===== config.mk =====
export PLATFORM = sky130hd
export DESIGN_NAME = sal_loader
export DESIGN_NICKNAME = d
export VERILOG_FILES = /design/src/rtl/sal_pkg.sv /design/src/rtl/sal_addr_ctr.sv /design/src/rtl/sal_shifter.sv /design/src/rtl/sal_seq.sv /design/src/rtl/sal_loader.sv
export SDC_FILE = /design/constraint.sdc
export NUM_CORES = 1
export LEC_CHECK = 0
export CAP_MARGIN = 20
export CORE_MARGIN = 1
export CORE_UTILIZATION = 56
export DETAILED_ROUTE_END_ITERATION = 10
export HOLD_SLACK_MARGIN = 0.12
export PLACE_DENSITY_LB_ADDON = 0.3
export SYNTH_ARGS = -nofsm -noshare
export SYNTH_HDL_FRONTEND = slang
export SYNTH_SLANG_ARGS = --single-unit

===== constraint.sdc =====
create_clock -name clk -period 1.9 [get_ports clk]
set_input_delay 0.57 -clock clk [delete_from_list [all_inputs] [get_ports clk]]
set_output_delay 0.57 -clock clk [all_outputs]
set_load 0.01 [all_outputs]

===== src/rtl/sal_pkg.sv =====
package sal_pkg;

    typedef enum logic [1:0] {
        PH_IDLE = 2'd0,
        PH_LOW  = 2'd1,
        PH_HIGH = 2'd2,
        PH_DONE = 2'd3
    } phase_e;

endpackage


===== src/rtl/sal_addr_ctr.sv =====
module sal_addr_ctr #(
    parameter int ADDR_W = 16,
    parameter int BYTE_W = 8
) (
    input  logic              clk,
    input  logic              rst_n,
    input  logic              inc_i,
    output logic [ADDR_W-1:0] addr_o
);
    localparam int NUM_LANES = ADDR_W / BYTE_W;

    logic [ADDR_W-1:0]  addr_d, addr_q;
    logic [NUM_LANES:0] carry;

    // byte-wise post-increment with a ripple carry between lanes
    always_comb begin
        carry[0] = inc_i;
        addr_d   = addr_q;
        for (int i = 0; i < NUM_LANES; i++) begin
            if (carry[i]) begin
                addr_d[i*BYTE_W +: BYTE_W] = addr_q[i*BYTE_W +: BYTE_W] + 1'b1;
            end
            carry[i+1] = carry[i] & (&addr_q[i*BYTE_W +: BYTE_W]);
        end
    end

    always_ff @(posedge clk or negedge rst_n) begin
        if (!rst_n) begin
            addr_q <= '0;
        end else begin
            addr_q <= addr_d;
        end
    end

    assign addr_o = addr_q;

    // one load adds exactly one to the pointer
    a_r7_step_by_one: assert property (@(posedge clk) disable iff (!rst_n)
        inc_i |=> addr_q == $past(addr_q) + 1'b1);

    // without an increment request the pointer is frozen
    a_r8_hold_when_idle: assert property (@(posedge clk) disable iff (!rst_n)
        !inc_i |=> $stable(addr_q));

    // an upper lane moves only when every lane below it wraps
    for (genvar g = 1; g < NUM_LANES; g++) begin : g_lane_chk
        a_r7_lane_carry: assert property (@(posedge clk) disable iff (!rst_n)
            (inc_i && !(&addr_q[g*BYTE_W-1:0])) |=>
                $stable(addr_q[g*BYTE_W +: BYTE_W]));
    end

endmodule


===== src/rtl/sal_shifter.sv =====
module sal_shifter #(
    parameter int ADDR_W = 16
) (
    input  logic              clk,
    input  logic              rst_n,
    input  logic              load_i,
    input  logic              shift_i,
    input  logic [ADDR_W-1:0] addr_i,
    output logic              sdata_o
);
    logic [ADDR_W-1:0] sh_d, sh_q;

    always_comb begin
        sh_d = sh_q;
        if (load_i) begin
            sh_d = addr_i;
        end else if (shift_i) begin
            sh_d = {sh_q[ADDR_W-2:0], 1'b0};
        end
    end

    always_ff @(posedge clk or negedge rst_n) begin
        if (!rst_n) begin
            sh_q <= '0;
        end else begin
            sh_q <= sh_d;
        end
    end

    assign sdata_o = sh_q[ADDR_W-1];

    // a load places the requested word in the shift register
    a_r3_load_word: assert property (@(posedge clk) disable iff (!rst_n)
        load_i |=> sh_q == $past(addr_i));

endmodule


===== src/rtl/sal_seq.sv =====
module sal_seq
    import sal_pkg::*;
#(
    parameter int CLK_DIV    = 2,
    parameter int TOTAL_BITS = 16
) (
    input  logic   clk,
    input  logic   rst_n,
    input  logic   start_i,
    output phase_e phase_o,
    output logic   load_o,
    output logic   shift_o,
    output logic   inc_o
);
    localparam int CNT_W = (CLK_DIV > 1) ? $clog2(CLK_DIV) : 1;
    localparam int BIT_W = (TOTAL_BITS > 1) ? $clog2(TOTAL_BITS) : 1;

    typedef struct packed {
        phase_e           phase;
        logic [CNT_W-1:0] div;
        logic [BIT_W-1:0] bits;
    } seq_t;

    seq_t seq_d, seq_q;
    logic div_end, last_bit;

    assign div_end  = (seq_q.div == CNT_W'(CLK_DIV - 1));
    assign last_bit = (seq_q.bits == BIT_W'(TOTAL_BITS - 1));

    always_comb begin
        seq_d   = seq_q;
        load_o  = 1'b0;
        shift_o = 1'b0;
        unique case (seq_q.phase)
            PH_IDLE: begin
                if (start_i) begin
                    seq_d.phase = PH_LOW;
                    seq_d.div   = '0;
                    seq_d.bits  = '0;
                    load_o      = 1'b1;
                end
            end
            PH_LOW: begin
                if (div_end) begin
                    seq_d.phase = PH_HIGH;
                    seq_d.div   = '0;
                end else begin
                    seq_d.div = seq_q.div + 1'b1;
                end
            end
            PH_HIGH: begin
                if (div_end) begin
                    seq_d.div = '0;
                    if (last_bit) begin
                        seq_d.phase = PH_DONE;
                    end else begin
                        seq_d.phase = PH_LOW;
                        seq_d.bits  = seq_q.bits + 1'b1;
                        shift_o     = 1'b1;
                    end
                end else begin
                    seq_d.div = seq_q.div + 1'b1;
                end
            end
            PH_DONE: begin
                seq_d.phase = PH_IDLE;
            end
            default: begin
                seq_d.phase = PH_IDLE;
            end
        endcase
    end

    always_ff @(posedge clk or negedge rst_n) begin
        if (!rst_n) begin
            seq_q <= '{phase: PH_IDLE, div: '0, bits: '0};
        end else begin
            seq_q <= seq_d;
        end
    end

    assign phase_o = seq_q.phase;
    assign inc_o   = (seq_q.phase == PH_DONE);

    // the completion phase lasts one cycle and returns to idle
    a_r6_done_to_idle: assert property (@(posedge clk) disable iff (!rst_n)
        seq_q.phase == PH_DONE |=> seq_q.phase == PH_IDLE);

    // a request during a transfer does not rewind the bit index
    a_r8_no_restart: assert property (@(posedge clk) disable iff (!rst_n)
        (seq_q.phase == PH_LOW && start_i && seq_q.bits != '0) |=>
            seq_q.bits != '0);

endmodule


===== src/rtl/sal_loader.sv =====
module sal_loader
    import sal_pkg::*;
#(
    parameter int ADDR_W  = 16,
    parameter int BYTE_W  = 8,
    parameter int CLK_DIV = 2
) (
    input  logic clk,
    input  logic rst_n,
    input  logic start_i,
    output logic sdata_o,
    output logic sclk_o,
    output logic done_o
);
    localparam int TOTAL_BITS = ADDR_W;
    localparam int RISE_W     = $clog2(TOTAL_BITS + 1) + 1;

    phase_e            phase_w;
    logic              load_w, shift_w, inc_w;
    logic [ADDR_W-1:0] addr_w;

    sal_seq #(
        .CLK_DIV    (CLK_DIV),
        .TOTAL_BITS (TOTAL_BITS)
    ) u_seq (
        .clk     (clk),
        .rst_n   (rst_n),
        .start_i (start_i),
        .phase_o (phase_w),
        .load_o  (load_w),
        .shift_o (shift_w),
        .inc_o   (inc_w)
    );

    sal_shifter #(
        .ADDR_W (ADDR_W)
    ) u_shift (
        .clk     (clk),
        .rst_n   (rst_n),
        .load_i  (load_w),
        .shift_i (shift_w),
        .addr_i  (addr_w),
        .sdata_o (sdata_o)
    );

    sal_addr_ctr #(
        .ADDR_W (ADDR_W),
        .BYTE_W (BYTE_W)
    ) u_ctr (
        .clk    (clk),
        .rst_n  (rst_n),
        .inc_i  (inc_w),
        .addr_o (addr_w)
    );

    assign sclk_o = (phase_w == PH_HIGH);
    assign done_o = inc_w;

    // checker state: rising edges of the shift clock since the last load
    logic              sclk_prev_q;
    logic [RISE_W-1:0] rise_q;

    always_ff @(posedge clk or negedge rst_n) begin
        if (!rst_n) begin
            sclk_prev_q <= 1'b0;
            rise_q      <= '0;
        end else begin
            sclk_prev_q <= sclk_o;
            if (load_w) begin
                rise_q <= '0;
            end else if (sclk_o && !sclk_prev_q) begin
                rise_q <= rise_q + 1'b1;
            end
        end
    end

    // every completion follows exactly TOTAL_BITS clock pulses
    a_r2_pulse_count: assert property (@(posedge clk) disable iff (!rst_n)
        done_o |-> rise_q == RISE_W'(TOTAL_BITS));

    // data holds still while the shift clock is high
    a_r4_data_steady_high: assert property (@(posedge clk) disable iff (!rst_n)
        sclk_o |-> $stable(sdata_o));

    // the strobe never lasts two cycles
    a_r6_single_strobe: assert property (@(posedge clk) disable iff (!rst_n)
        done_o |=> !done_o);

    // a new transfer starts with the shift clock low
    a_r2_start_low: assert property (@(posedge clk) disable iff (!rst_n)
        load_w |=> !sclk_o);

endmodule


==> flow_metrics.tcl, run 1 <==
set metrics [dict create \
    fin_nets 216 \
    drt_iter0_drc 59 \
    synth_common_cells "dfrtp_1, nand2_1, nor2_1" \
    startpoint_type "flip-flop" \
    core_mm2 0.00310 \
    cts_buffers 5 \
    p_leak_nw 0.986 \
    fin_skew_ns 0.00526 \
    tightestPinTransition_ns 0.312 \
    setup_viol 0 \
    p_sw_mw 1.15 \
    ctsLongestPathBuffers 2 \
    wl_met1_um 1610 \
    min_period_ns 1.85 \
    grt_max_degree 40 \
    layoutNonFillerInstCount 249 \
    synthTopCellsByArea "dfrtp_1, nand2_1, xnor2_1" \
    synth_fp_nets 202 \
    drt-total-wl_um 3620 \
    r2r-start "u_seq.phase_o[1]" \
    insertion_delay_ns 0.34 \
    yosysMostFrequentCell "dfrtp_1" \
    finalPower_mw 2.99 \
    postSynth.asyncResetShare_pct 100 \
    postLayoutCellArea_mm2 0.00209 \
    cts_sinks 39 \
    area_delta_synth_final_pct 11.6 \
    io-pin-count 6 \
    combPwrFrac_pct 40.1 \
    viasPerCell 5.83 \
    cp.required_ns 1.33 \
    seq_power_share_pct 45.4 \
    path_max_fanout 3 \
    hold_class "primary input to async pin" \
    internal_power_mw 1.84 \
    synth_edf_count 0 \
    yosysTopAreaCellShare_pct 52.2 \
    timing.slew.headroom_pct 79.2 \
    whs_ns 0.175 \
    fillers 265 \
    route.detailed.drc 0 \
    regToRegEndpoint "u_seq.div_end" \
    grt_pass1_vias 1355 \
    powerDensity_mw_per_mm2 1430 \
    antenna_found_initial 0 \
    syn_avg_cell_area_um2 9.79 \
    drive_gt1_share_pct 15.6 \
    io_buffers 5 \
    hold_viol_final 0 \
    setup.worst_path.start "u_seq.phase_o[0]" \
    criticalPathCategory "flip-flop to output port" \
    maxUsedRoutingLayer "met4" \
    drv_cap 0 \
    place.gp.congestion 0.740 \
    wl_met3_um 154 \
    r2r_cells 6 \
    synth_seq_cells 39 \
    yosysWarnings 0 \
    synthCells 191 \
    multiInputGateArea_um2 860 \
    ys_types 30 \
    synth_top_cell_by_area "dfrtp_1" \
    sw_frac_of_total_pct 38.5 \
    postRouteAntennaNets 0 \
    rsz0062_at_grt "false" \
    fin_tns_setup_ns 0 \
    dp.cells 238 \
    worstSetupEndpointType "output port" \
    initial_utilization_pct 60.3 \
    die_x_um 59.8 \
    final_max_slew_viol_count 0 \
    first_pass_iters 5 \
    wire_per_inst_um 14.5 \
    ir_drop_mv 0.927 \
    worstSetupEndpoint "sclk_o" \
    critPathArrivalTime_ns 1.28 \
    power_frac_clock_pct 14.5 \
    overflow 0 \
    route.vias.total 1452 \
    syn_area_mm2 0.00187 \
    clock-root-buffer "clkbuf_4" \
    regArea_um2 976 \
    run_status "complete, no violations" \
    met2WireLength_um 1820 \
    grt_pass1_wl_um 6270 \
    fin_crit_sh_pct 97.1 \
    r2r_slack_ns 0.11 \
    num_rows 20 \
    grt_usage_pct 23.9 \
    fmax_mhz 542 \
    die_area_mm2 0.00358 \
    synth_ff_type "dfrtp_1" \
    place_area_mm2 0.00198 \
    path_clk_slew_ns 0.11 \
    ys_seq_area_share_pct 52.2 \
    cts_max_level 2 \
    cts_tree "built" \
    dpl.hpwl_um 2270 \
    diodes 0 \
    die_h_um 59.8 \
    cts_hold_buf 0 \
]
==> layout by cell type (no fill, tap or decap), drive strengths merged, types with 8 or more instances in the layout <==
master,Yosys,final
a31oi,16,16
xnor2,12,12
ha,8,8
nand3,9,9
nand4,9,9
nand2,38,38
dfrtp,39,39
nor2,19,19
buf,4,13
==> logic make-up after synthesis <==
group	after synthesis	share of synthesized area, %
buffers and inverters	11	3.41
AOI/OAI and AO/OA	27	8.76
adders and majority gates	8	5.35
and+or+nand+nor	89	22.0
muxes	3	1.74
xor gates and xnor gates	14	6.56
DFF	39	52.2
==> power by group through the flow <==
stage / sequential [mW] / clock (mW) / combinational [mW]
2_1_floorplan: 1.31 / 0 / 0.793
3_3_place_gp: 1.35 / 0 / 0.993
3_5_place_dp: 1.37 / 0 / 1.07
4_1_cts: 1.34 / 0.441 / 1.14
5_1_grt: 1.39 / 0.478 / 1.35
6_report: 1.36 / 0.434 / 1.20
==> routing by layer <==
metal | GRT usage [%] | vias up
li1 | - | 684
met1 | 30.5 | 716
met2 | 40.3 | 44
met3 | 5.84 | 8
met4 | 6.64 | 0
met5 | 0 | -
==> critical path, stage by stage, from the launching register on <==
cell,delay [ns]
dfrtp_1,0.42
buf_4,0.15
inv_2,0.10
ha_4,0.14
buf_2,0.12
==> repair_timing <==
action,in CTS,in global routing
resized for setup,8,5
buffers inserted,4,0
cloned,0,0
setup endpoints to repair,2,17
==> metrics by stage <==
stage | util (%) | setup slack (ns)
2_1_floorplan | - | 0.188
3_3_place_gp | 63.8 | 0.0515
3_5_place_dp | 63.8 | 0.00610
4_1_cts | 66.5 | 0.0480
5_1_grt | 67.3 | 0.00964
6_report | 67.3 | 0.0545
==> worst min path at each step <==
stage	slack [ns]	depth (start not counted)	startpoint	to
floorplan	0.27	0	rst_n	u_ctr.addr_o[0]
global placement	0.47	1	u_ctr.addr_o[15]	u_ctr.addr_o[15]
detailed placement	0.48	1	u_ctr.addr_o[12]	u_ctr.addr_o[12]
CTS	0.17	2	rst_n	u_ctr.addr_o[14]
global route	0.17	2	rst_n	u_ctr.addr_o[15]
finish	0.17	2	rst_n	u_ctr.addr_o[9]
==> registers in the layout (all words and copies together) (netlist names) <==
name,cells
u_ctr.addr_o,16
u_seq.div_end,1
u_seq.phase_o,2
u_seq.seq_q,4
u_shift.sh_q,16
==> final cells by class <==
cell class	count	area share, %
Clock inverter	1	0.240
Inverter	2	0.359
Timing Repair Buffer	16	6.41
Clock buffer	6	2.46
Multi-Input combinational cell	141	41.2
Tap cell	44	2.64
Sequential cell	39	46.7
No activity file was read; power rests on OpenSTA's default activity.
==> run 2, diff against run 1 <==
--- a/config.mk
+++ b/config.mk
@@ -7,7 +7,7 @@
 export LEC_CHECK = 0
 export CAP_MARGIN = 20
 export CORE_MARGIN = 1
-export CORE_UTILIZATION = 56
+export CORE_UTILIZATION = 43
 export DETAILED_ROUTE_END_ITERATION = 10
 export HOLD_SLACK_MARGIN = 0.12
 export PLACE_DENSITY_LB_ADDON = 0.3
==> run 2 against run 1 <==
Compared with the run above:
- cell area increased by 1.6%
- sequential share of layout area shrank 0.66 points
- routed wire length is 5.4% lower
- sequential power about the same
==> flow_metrics.tcl, run 2 (same netlist as run 1, synthesis figures left out) <==
set metrics [dict create \
    postRouteAntennaNets 0 \
    route.detailed.drc 0 \
    io-pin-count 6 \
    post-place-ws_ns -0.0694 \
    rsz0062_at_grt "false" \
    powerDensity_mw_per_mm2 1450 \
    cts_tree "built" \
    dp.cells 245 \
    initial_utilization_pct 45.8 \
    drive_gt1_share_pct 12.7 \
    final_max_slew_viol_count 0 \
    criticalPathCategory "flip-flop to output port" \
    ctsLongestPathBuffers 2 \
    insertion_delay_ns 0.28 \
    whs_ns 0.245 \
    overflow 0 \
    p_leak_nw 0.999 \
    layoutNonFillerInstCount 255 \
    path_cells "buf_4, ha_4, dlygate4sd2_1" \
    core_mm2 0.00409 \
    cp.required_ns 1.33 \
    finalPower_mw 3.07 \
    die_area_mm2 0.00462 \
    ir_drop_mv 0.897 \
    slowest_delay_ns 0.39 \
    setup.worst_path.start "u_seq.phase_o[0]" \
    r2r_slack_ns 0.13 \
    critPathArrivalTime_ns 1.27 \
    fin_crit_sh_pct 96.9 \
    fin_nets 215 \
    cts_buffers 5 \
    place.gp.congestion 0.846 \
    tightestPinTransition_ns 0.320 \
    viasPerCell 5.46 \
    cts_hold_buf 0 \
    diodes 0 \
    path_clk_slew_ns 0.07 \
    dpl.hpwl_um 2310 \
    first_pass_iters 4 \
    startpoint_type "flip-flop" \
    hold_viol_final 0 \
    timing.final.ws_setup_ns 0.0585 \
    regToRegEndpoint "u_seq.seq_q[2]" \
    hold_class "primary input to async pin" \
    grt_max_degree 40 \
    clock-root-buffer "clkbuf_8" \
    area_delta_synth_final_pct 13.4 \
    r2r-start "u_seq.phase_o[1]" \
    antenna_found_initial 0 \
    cts_sinks 39 \
    die_h_um 68.0 \
    grt_pass1_vias 1318 \
    setup_viol 0 \
    cts_max_level 2 \
    timing.slew.headroom_pct 78.1 \
    fmax_mhz 543 \
    wire_per_inst_um 13.4 \
    drv_cap 0 \
    path_max_fanout 5 \
    fin_skew_ns 0.00319 \
    drt-total-wl_um 3430 \
    grt_usage_pct 17.6 \
    io_buffers 5 \
    min_period_ns 1.84 \
    worstSetupEndpointType "output port" \
    r2r_cells 7 \
    run_status "complete, no violations" \
    crit_slowest_cell "dfrtp_1" \
    drt_iter0_drc 102 \
    route.vias.total 1393 \
    die_x_um 68.0 \
    mostFrequentLayoutCells "nand2_1, dfrtp_1, nor2_1" \
    num_rows 23 \
    grt_pass1_wl_um 5980 \
    fin_tns_setup_ns 0 \
]
==> run 2: changes by cell type in the layout (fill, tap and decap cells not counted), sizes merged <==
cell,previous run,this run
dlygate4sd2,1,2
buf,13,11
clkinv,1,0
clkbuf,6,8
==> run 2: worst max-delay path: cells and delay by family (launching register included) <==
| family | cells | cell delay [ns] |
|---|---|---|
| adder cells (fa/ha/maj) | 1 | 0.17 |
| buffers and inverters | 2 | 0.43 |
| flip-flops | 1 | 0.39 |
==> run 2: layer usage <==
layer  vias up  GRT usage [%]  wire, um
li1        686              -         -
met1       674           23.1      1630
met2        26           27.9      1630
met3         7           4.00       107
met4         0           7.03        53
met5         -              0         0
==> run 2: layout make-up <==
type	instances	area, um2
Multi-Input combinational cell	141	843
Inverter	2	7.51
Timing Repair Buffer	15	130
Sequential cell	39	977
Tap cell	50	62.6
Fill cell	381	1970
Clock buffer	8	100
==> run 2: how the worst max path moves through the flow <==
stage | slack [ns] | to
finish | 0.06 | done_o
global route | 0.02 | u_seq.seq_q[2]
CTS | 0.03 | sclk_o
detailed placement | -0.07 | u_seq.seq_q[2]
global placement | 0.05 | u_seq.div_end
floorplan | 0.19 | u_ctr.addr_o[9]
==> run 2: what timing repair did <==
action,in CTS,in global routing
resized for setup,6,0
pin swaps,0,0
buffers inserted,1,1
setup endpoints to repair,2,1
==> run 2: power breakdown <==
part           switching (mW)  total (mW)  internal [mW]
combinational           0.616        1.14          0.522
clock                   0.264       0.595          0.331
sequential              0.218        1.34           1.12
total                    1.10        3.07           1.98
==> run 2: metrics by stage <==
stage,instance area [um2],utilization (%)
final,2120,51.9
after floorplan,1870,-
after global placement,1990,48.8
after global routing,2120,51.9
after CTS,2110,51.7
after detailed placement,1990,48.8
